[src/rtl/fpcmp_pkg.sv]
package fpcmp_pkg;

  localparam int unsigned FP_EXP_W = 11;
  localparam int unsigned FP_MAN_W = 52;

  // condition-code positions decoded by downstream branch logic
  localparam int unsigned CF_POS = 0;
  localparam int unsigned PF_POS = 2;
  localparam int unsigned AF_POS = 4;
  localparam int unsigned ZF_POS = 6;
  localparam int unsigned SF_POS = 7;
  localparam int unsigned OF_POS = 11;

  typedef enum logic [1:0] {
    REL_GT    = 2'd0,
    REL_LT    = 2'd1,
    REL_EQ    = 2'd2,
    REL_UNORD = 2'd3
  } rel_e;

  typedef struct packed {
    logic is_nan;
    logic is_inf;
    logic is_zero;
    logic sign;
  } fp_class_t;

endpackage

[src/rtl/fpcmp_classify.sv]
module fpcmp_classify
  import fpcmp_pkg::*;
#(
  parameter int unsigned EXP_W = FP_EXP_W,
  parameter int unsigned MAN_W = FP_MAN_W,
  localparam int unsigned DATA_W = 1 + EXP_W + MAN_W,
  localparam int unsigned MAG_W = DATA_W - 1
) (
  input  logic [DATA_W-1:0] op_i,
  output fp_class_t         cls_o,
  output logic [MAG_W-1:0]  mag_o
);

  logic [EXP_W-1:0] exp_f;
  logic [MAN_W-1:0] man_f;
  logic             exp_max;
  logic             man_nz;

  assign exp_f   = op_i[DATA_W-2 -: EXP_W];
  assign man_f   = op_i[MAN_W-1:0];
  assign exp_max = &exp_f;
  assign man_nz  = |man_f;

  always_comb begin
    cls_o.is_nan  = exp_max & man_nz;
    cls_o.is_inf  = exp_max & ~man_nz;
    cls_o.is_zero = ~|op_i[MAG_W-1:0];
    cls_o.sign    = op_i[DATA_W-1];
  end

  assign mag_o = op_i[MAG_W-1:0];

endmodule

[src/rtl/fpcmp_order.sv]
module fpcmp_order
  import fpcmp_pkg::*;
#(
  parameter int unsigned MAG_W = FP_EXP_W + FP_MAN_W
) (
  input  fp_class_t        cls_a_i,
  input  fp_class_t        cls_b_i,
  input  logic [MAG_W-1:0] mag_a_i,
  input  logic [MAG_W-1:0] mag_b_i,
  output rel_e             rel_o
);

  logic mag_lt;
  logic mag_gt;
  logic both_zero;
  logic a_less;
  logic a_equal;

  assign mag_lt    = mag_a_i < mag_b_i;
  assign mag_gt    = mag_a_i > mag_b_i;
  assign both_zero = cls_a_i.is_zero & cls_b_i.is_zero;

  always_comb begin
    a_less  = 1'b0;
    a_equal = 1'b0;
    if (both_zero) begin
      a_equal = 1'b1;
    end else if (cls_a_i.sign != cls_b_i.sign) begin
      a_less = cls_a_i.sign;
    end else if (cls_a_i.sign) begin
      a_less  = mag_gt;
      a_equal = ~mag_gt & ~mag_lt;
    end else begin
      a_less  = mag_lt;
      a_equal = ~mag_gt & ~mag_lt;
    end
  end

  // unordered first, then less, then equal
  always_comb begin
    if (cls_a_i.is_nan || cls_b_i.is_nan) rel_o = REL_UNORD;
    else if (a_less)                      rel_o = REL_LT;
    else if (a_equal)                     rel_o = REL_EQ;
    else                                  rel_o = REL_GT;
  end

endmodule

[src/rtl/fpcmp_flag_merge.sv]
module fpcmp_flag_merge
  import fpcmp_pkg::*;
#(
  parameter int unsigned FLAG_W = 32
) (
  input  rel_e              rel_i,
  input  logic [FLAG_W-1:0] flags_i,
  output logic [FLAG_W-1:0] flags_o
);

  localparam logic [FLAG_W-1:0] ONE = FLAG_W'(1);
  localparam logic [FLAG_W-1:0] CLR_MASK =
    (ONE << CF_POS) | (ONE << PF_POS) | (ONE << AF_POS) |
    (ONE << ZF_POS) | (ONE << SF_POS) | (ONE << OF_POS);

  logic zf_v;
  logic pf_v;
  logic cf_v;

  always_comb begin
    unique case (rel_i)
      REL_UNORD: {zf_v, pf_v, cf_v} = 3'b111;
      REL_LT:    {zf_v, pf_v, cf_v} = 3'b001;
      REL_EQ:    {zf_v, pf_v, cf_v} = 3'b100;
      default:   {zf_v, pf_v, cf_v} = 3'b000;
    endcase
  end

  always_comb begin
    flags_o         = flags_i & ~CLR_MASK;
    flags_o[ZF_POS] = zf_v;
    flags_o[PF_POS] = pf_v;
    flags_o[CF_POS] = cf_v;
  end

endmodule

[src/rtl/fpcmp_flag_gen.sv]
module fpcmp_flag_gen
  import fpcmp_pkg::*;
#(
  parameter int unsigned EXP_W  = FP_EXP_W,
  parameter int unsigned MAN_W  = FP_MAN_W,
  parameter int unsigned FLAG_W = 32,
  localparam int unsigned DATA_W = 1 + EXP_W + MAN_W,
  localparam int unsigned MAG_W  = DATA_W - 1
) (
  input  logic              clk_i,
  input  logic              rst_ni,
  input  logic              valid_i,
  input  logic [DATA_W-1:0] op_a_i,
  input  logic [DATA_W-1:0] op_b_i,
  input  logic [FLAG_W-1:0] flags_i,
  output logic              valid_o,
  output logic [FLAG_W-1:0] flags_o
);

  localparam logic [FLAG_W-1:0] ONE = FLAG_W'(1);
  localparam logic [FLAG_W-1:0] OWN_MASK =
    (ONE << CF_POS) | (ONE << PF_POS) | (ONE << AF_POS) |
    (ONE << ZF_POS) | (ONE << SF_POS) | (ONE << OF_POS);

  logic [DATA_W-1:0] ops [2];
  fp_class_t         cls [2];
  logic [MAG_W-1:0]  mag [2];

  assign ops[0] = op_a_i;
  assign ops[1] = op_b_i;

  for (genvar g = 0; g < 2; g++) begin : g_cls
    fpcmp_classify #(
      .EXP_W(EXP_W),
      .MAN_W(MAN_W)
    ) u_cls (
      .op_i (ops[g]),
      .cls_o(cls[g]),
      .mag_o(mag[g])
    );
  end

  rel_e              rel;
  logic [FLAG_W-1:0] flags_nxt;

  fpcmp_order #(
    .MAG_W(MAG_W)
  ) u_order (
    .cls_a_i(cls[0]),
    .cls_b_i(cls[1]),
    .mag_a_i(mag[0]),
    .mag_b_i(mag[1]),
    .rel_o  (rel)
  );

  fpcmp_flag_merge #(
    .FLAG_W(FLAG_W)
  ) u_merge (
    .rel_i  (rel),
    .flags_i(flags_i),
    .flags_o(flags_nxt)
  );

  logic              valid_q;
  logic [FLAG_W-1:0] flags_q;

  always_ff @(posedge clk_i or negedge rst_ni) begin
    if (!rst_ni) begin
      valid_q <= 1'b0;
      flags_q <= '0;
    end else begin
      valid_q <= valid_i;
      if (valid_i) flags_q <= flags_nxt;
    end
  end

  assign valid_o = valid_q;
  assign flags_o = flags_q;

  AST_VALID_LATENCY: assert property (@(posedge clk_i) disable iff (!rst_ni)
    valid_i |=> valid_o);
  AST_HOLD_IDLE: assert property (@(posedge clk_i) disable iff (!rst_ni)
    !valid_i |=> ($stable(flags_o) && !valid_o));
  AST_NAN_UNORD: assert property (@(posedge clk_i) disable iff (!rst_ni)
    (valid_i && (cls[0].is_nan || cls[1].is_nan)) |=>
      (flags_o[ZF_POS] && flags_o[PF_POS] && flags_o[CF_POS]));
  AST_ZERO_EQ: assert property (@(posedge clk_i) disable iff (!rst_ni)
    (valid_i && cls[0].is_zero && cls[1].is_zero) |=>
      (flags_o[ZF_POS] && !flags_o[PF_POS] && !flags_o[CF_POS]));
  AST_ARITH_CLEAR: assert property (@(posedge clk_i) disable iff (!rst_ni)
    !(flags_o[OF_POS] || flags_o[SF_POS] || flags_o[AF_POS]));
  AST_PASS_THRU: assert property (@(posedge clk_i) disable iff (!rst_ni)
    valid_i |=> (((flags_o ^ $past(flags_i)) & ~OWN_MASK) == '0));
  AST_SIGN_SPLIT: assert property (@(posedge clk_i) disable iff (!rst_ni)
    (valid_i && !cls[0].is_nan && !cls[1].is_nan &&
     cls[0].sign && !cls[1].sign && !(cls[0].is_zero && cls[1].is_zero)) |=>
      (flags_o[CF_POS] && !flags_o[ZF_POS]));

endmodule

[config.mk]
export PLATFORM = sky130hd
export DESIGN_NAME = fpcmp_flag_gen
export DESIGN_NICKNAME = d
export VERILOG_FILES = /design/src/rtl/fpcmp_pkg.sv /design/src/rtl/fpcmp_classify.sv /design/src/rtl/fpcmp_order.sv /design/src/rtl/fpcmp_flag_merge.sv /design/src/rtl/fpcmp_flag_gen.sv
export SDC_FILE = /design/constraint.sdc
export NUM_CORES = 1
export LEC_CHECK = 0
export BUFFER_PORTS_ARGS = -buffer_cell sky130_fd_sc_hd__buf_2
export CAP_MARGIN = 20
export CORE_MARGIN = 2
export CORE_UTILIZATION = 25
export DETAILED_ROUTE_END_ITERATION = 16
export SLEW_MARGIN = 20
export SYNTH_ARGS = -nofsm -noshare
export SYNTH_HDL_FRONTEND = slang
export SYNTH_HIERARCHICAL = 1
export SYNTH_SLANG_ARGS = --single-unit
[constraint.sdc]
create_clock -name clk_i -period 0.8 [get_ports clk_i]
set_input_delay 0.16 -clock clk_i [delete_from_list [all_inputs] [get_ports clk_i]]
set_output_delay 0.16 -clock clk_i [all_outputs]
set_load 0.02 [all_outputs]
Word level (Yosys, flattened, before mapping)
Index checks and enable logic that the tools add are counted.
W data, S select, Z words.
{"block": "classes", "n_bitwise": 6, "mux": 11, "order_cmp": 2, "n_eq_ne": 4, "n_reduce_logical": 11}
{"cell": "$reduce_or A63 Y1", "n": 2}
{"cell": "$reduce_or A52 Y1", "n": 2}
{"cell": "$gt A63 B63 Y1", "n": 1}
{"cell": "$lt A63 B63 Y1", "n": 1}
{"cell": "$reduce_and A11 Y1", "n": 2}
{"cell": "$mux W1", "n": 8}
{"cell": "$mux W2", "n": 3}
{"cell": "$and A1 B1 Y1", "n": 4}
{"cell": "$eq A2 B2 Y1 const B", "n": 2}
{"cell": "$reduce_or A2 Y1", "n": 2}
{"cell": "$eq A2 B1 Y1 const B", "n": 1}
{"cell": "$logic_not A1 Y1", "n": 2}
{"cell": "$not A1 Y1", "n": 2}
{"cell": "$logic_or A1 B1 Y1", "n": 1}
{"cell": "$ne A1 B1 Y1", "n": 1}
{"block": "totals", "in_bits": 163, "elab_cells": 36, "reg_bits": 30}

Depth between registers and ports, before layout
{"block": "logic_depth", "depth_word": 11, "mapped_depth": 13, "depth_no_buf": 11}

Hierarchy
The synthesis kept the hierarchy.
{"module": "fpcmp_order", "n_inst": 1, "cells_each": 233, "area_each_um2": 1672.9, "seq_area_each_um2": 0.0}
{"module": "fpcmp_flag_gen", "n_inst": 1, "cells_each": 69, "area_each_um2": 1370.1, "seq_area_each_um2": 825.8}
{"module": "fpcmp_classify", "n_inst": 2, "cells_each": 92, "area_each_um2": 664.4, "seq_area_each_um2": 0.0}
{"module": "fpcmp_flag_merge", "n_inst": 1, "cells_each": 36, "area_each_um2": 257.7, "seq_area_each_um2": 0.0}

Worst setup path after synthesis
No wires, ideal clock.
{"block": "synth_path", "path_kind": "input to register", "startpoint": "in op_a_i[44]", "endpoint": "reg flags_q[2] (netlist: flags_o[2])", "cell_stages": 12, "path_slack_ps": -1785, "required_time_ps": 675, "setup_time_ps": 125, "path_buffers": 2, "arrival_time_ps": 2460, "cell_sequence": "buf_4 ha_1 a21o_1 a21oi_2 o221ai_2 a211o_1 nor4_4 o21ai_1 a211o_1 and2_1 buf_4 mux2_4"}
{"block": "synth_between", "elab_cells_between_ends": 21, "classes_between": "order compare (2); eq/ne (1); mux (9); bitwise (5); reduce/logical (4)"}
{"element": "from (decl)", "line_no": "fpcmp_flag_gen.sv:13", "rtl": "input logic [DATA_W-1:0] op_a_i,"}
{"element": "$lt A63 B63 Y1, or another cell as far along", "line_no": "fpcmp_order.sv:19", "rtl": "assign mag_lt = mag_a_i < mag_b_i;"}
{"element": "$mux W1 or $logic_not A1 Y1 (tied branches)", "line_no": "fpcmp_order.sv:30, fpcmp_classify.sv:27"}
{"element": "$mux W1 or $and A1 B1 Y1 (tied branches)", "line_no": "fpcmp_order.sv:28, fpcmp_order.sv:21"}
{"element": "$mux W1", "line_no": "fpcmp_order.sv:26", "rtl": "if (both_zero) begin"}
{"element": "$mux W2", "line_no": "fpcmp_order.sv:42", "rtl": "else if (a_less) rel_o = REL_LT;"}
{"element": "$mux W2 (*)", "line_no": "fpcmp_order.sv:41", "rtl": "if (cls_a_i.is_nan || cls_b_i.is_nan) rel_o = REL_UNORD;"}
{"element": "net rel[0]", "line_no": "fpcmp_flag_gen.sv:43", "rtl": "rel_e rel;"}
{"element": "$eq A2 B2 Y1 (*)", "line_no": "fpcmp_flag_merge.sv:21", "rtl": "unique case (rel_i)"}
{"element": "$mux W1 (*)", "line_no": "fpcmp_flag_merge.sv:21"}
{"element": "net u_merge.pf_v", "line_no": "fpcmp_flag_merge.sv:17", "rtl": "logic pf_v;"}
{"element": "to (signal assigned)", "line_no": "fpcmp_flag_gen.sv:73", "rtl": "if (valid_i) flags_q <= flags_nxt;"}
{"element": "to (decl)", "line_no": "fpcmp_flag_gen.sv:65", "rtl": "logic [FLAG_W-1:0] flags_q;"}
The timed path passes the listed nets; every way through them passes the cells marked *.
A chain may end at the register's enable or synchronous reset.

Worst setup path after layout
{"block": "layout_path", "startpoint": "in op_a_i[50]", "endpoint": "reg flags_q[2] (netlist: flags_o[2])"}
{"block": "layout_between", "elab_cells_between_ends": 21, "classes_between": "order compare (2); eq/ne (1); mux (9); bitwise (5); reduce/logical (4)"}
{"element": "$lt A63 B63 Y1, or another cell as far along", "line_no": "fpcmp_order.sv:19"}
{"element": "$mux W1 or $logic_not A1 Y1 (tied branches)", "line_no": "fpcmp_order.sv:30, fpcmp_classify.sv:27"}
{"element": "$mux W1 or $and A1 B1 Y1 (tied branches)", "line_no": "fpcmp_order.sv:28, fpcmp_order.sv:21"}
{"element": "$mux W1", "line_no": "fpcmp_order.sv:26"}
{"element": "$mux W2", "line_no": "fpcmp_order.sv:42"}
{"element": "$mux W2 (*)", "line_no": "fpcmp_order.sv:41"}
{"element": "net rel[0]", "line_no": "fpcmp_flag_gen.sv:43"}
{"element": "$eq A2 B2 Y1 (*)", "line_no": "fpcmp_flag_merge.sv:21"}
{"element": "$mux W1 (*)", "line_no": "fpcmp_flag_merge.sv:21"}
{"element": "net flags_nxt[2]", "line_no": "fpcmp_flag_gen.sv:44", "rtl": "logic [FLAG_W-1:0] flags_nxt;"}
Marked as above.

==> impl_metrics.toml <==
[critical_path]
worstSetupEndpoint = "flags_o[2]$_DFFE_PN0P_"
crit_cells = 10
slowest_stage = "a211o_1"
cp-startpoint = "op_a_i[50]"
path_class = "input pin to flip-flop"
critPathTopFamily = "simple AND/OR/NAND/NOR gates"
cpPeakStageDelay_ns = 0.35
end_kind = "flip-flop"
crit_buf_inv = 1
timing.rr.start = "flags_o[12]$_DFFE_PN0P_"
r2r_cells = 2
startpoint_type = "input pin"
crit_top_cell = "a211o_1"
crit_arrival_ns = 2.42
rrSetupSlack_ns = -0.11
worstPathCellList = "buf_8 -> ha_4 -> and4_4 -> and4bb_2 -> a211o_1 -> nor4_4 -> o21ai_1 -> a211o_1 -> and2_1 -> mux2_4"
required_ns = 0.96
timing.rr.end = "flags_o[12]$_DFFE_PN0P_"
worstPathMaxFanout = 4

[global_routing]
grt_pass1_vias = 3893
grt_overflow = 0
antenna_found_initial = 0
grt_usage_pct = 12.46
grt_pass1_wl_um = 19830
grt_max_degree = 34

[layout]
design_area_um2 = 6598
drive_above_1_share_pct = 70.66
fillers = 1812
syn2layout_area_growth_pct = 42.98
n_antenna_cell = 0
final_util_pct = 36.60
fin_nets = 859
stdcell_count = 863

[cts]
htree_num_levels = 2
clockBufferDepth = 2
numCtsBuffers = 5
clockRootBuffer = "clkbuf_16"
cts_tree = "yes"
cts_sinks = 33
clk_latency_ns = 0.27
clkTransAtPathRegs_ns = 0.05

[sta]
fin_crit_sh_pct = 282.7
clock_skew_ns = 0
rsz0062_at_grt = "yes"
fmaxAchievable_mhz = 442.1
hold_slack_ns = 0.1186
setup_violations = 47
worst_slack_ns = -1.462
drv_slew = 0
timing_hold_violations_final = 0
fin_crit_ns = 2.262

[floorplan]
die-area_um2 = 19560
die_x_um = 139.9
rows = 49
die_y_um = 139.9
initial_core_util_pct = 25.60
core_area_um2 = 18020
ios = 196

[routing]
first_pass_iters = 4
drtIter0Drc = 96
vias = 3679
viasPerCell = 4.263
drc = 0
drtAntennaViolNets = 0
wl_um = 12610
wire_per_inst_um = 14.61

[synth]
syn-instance-count = 520
avgSynthCellArea_um2 = 8.874
syn_area_um2 = 4614
yosys_warnings = 6

[placed_design]
dp.cells = 834
pre_cts_slack_ns = -1.789
dp_hpwl_um = 10520
place.gp.congestion = 0.8189
io_buffers = 189
place_area_um2 = 5479

[status]
status = "complete, but fails checks"
violations = "setup timing"

[power_and_ir_drop]
irDropWorstVdd_uv = 1188
leakage_nw = 3.111
power.density_nw_per_um2 = 1131

[job]
drv_cap = 0

[worst_hold_path]
holdCritPathClass = "input pin to flip-flop"
## where the power goes
part	total, mW	switching, mW	internal (mW)	leakage [nW]
combinational	3.27	1.41	1.85	2.67
clock	2.21	0.656	1.55	0.0841
sequential	1.98	0.125	1.86	0.361
## metal layers
layer | vias to the layer above | wire, um | global-route usage, %
met2 | 136 | 6056 | 21.54
met3 | 10 | 648 | 1.445
met1 | 1665 | 5738 | 16.81
met5 | - | 0 | 0
li1 | 1868 | - | -
met4 | 0 | 163 | 2.421
## worst reg2reg max path: stages (launching register included)
cell	delay, ns
dfrtp_2	0.42
buf_6	0.12
mux2_4	0.26
## through the flow
stage	setup TNS (ns)	total power, mW
finish	-10.54	7.461
global route	-11.79	7.932
CTS	-10.52	7.402
detailed placement	-8.984	4.529
global placement	-8.833	4.498
floorplan	-5.035	3.911
## sequential cells by signal, summed over array words and instances (netlist names)
signal,cells
flags_o,32
valid_o,1
## layout make-up
class                   instances  area (um2)  share of cell area (%)
multi-input cells             255        2945                   44.64
repair buffers                270        2048                   31.04
flip-flops and latches         33       862.1                   13.07
well taps                     229       286.5                   4.343
inverters                      68       282.8                   4.286
clock buffers                   7       142.6                   2.162
clock inverters                 1       30.03                  0.4551
## cell usage in the layout (no fill, tap or decap), drive strengths merged, types with 8 or more instances in the layout
cell,n
nor3,8
a21oi,26
nand4,19
ha,63
dfrtp,33
nand3,10
nor4,34
inv,68
nand2,18
mux2,32
buf,269
## worst min-delay path by stage
stage	start	to	slack, ns	cells past startpoint
4_1_cts	flags_i[16]	flags_o[16]$_DFFE_PN0P_	0.11	2
3_5_place_dp	rst_ni	flags_o[14]$_DFFE_PN0P_	0.13	2
6_report	flags_i[16]	flags_o[16]$_DFFE_PN0P_	0.12	2
2_1_floorplan	rst_ni	flags_o[0]$_DFFE_PN0P_	-0.14	0
3_3_place_gp	rst_ni	flags_o[14]$_DFFE_PN0P_	0.13	2
5_1_grt	flags_i[3]	flags_o[3]$_DFFE_PN0P_	0.11	2
## repair_timing
item,CTS,global route
hold buffers,1,0
hold endpoints to repair,33,0
gates resized for setup,143,45
pin swaps,31,23
buffers inserted,17,3
setup endpoints to repair,37,58
Power figures use the tool's default switching activity.
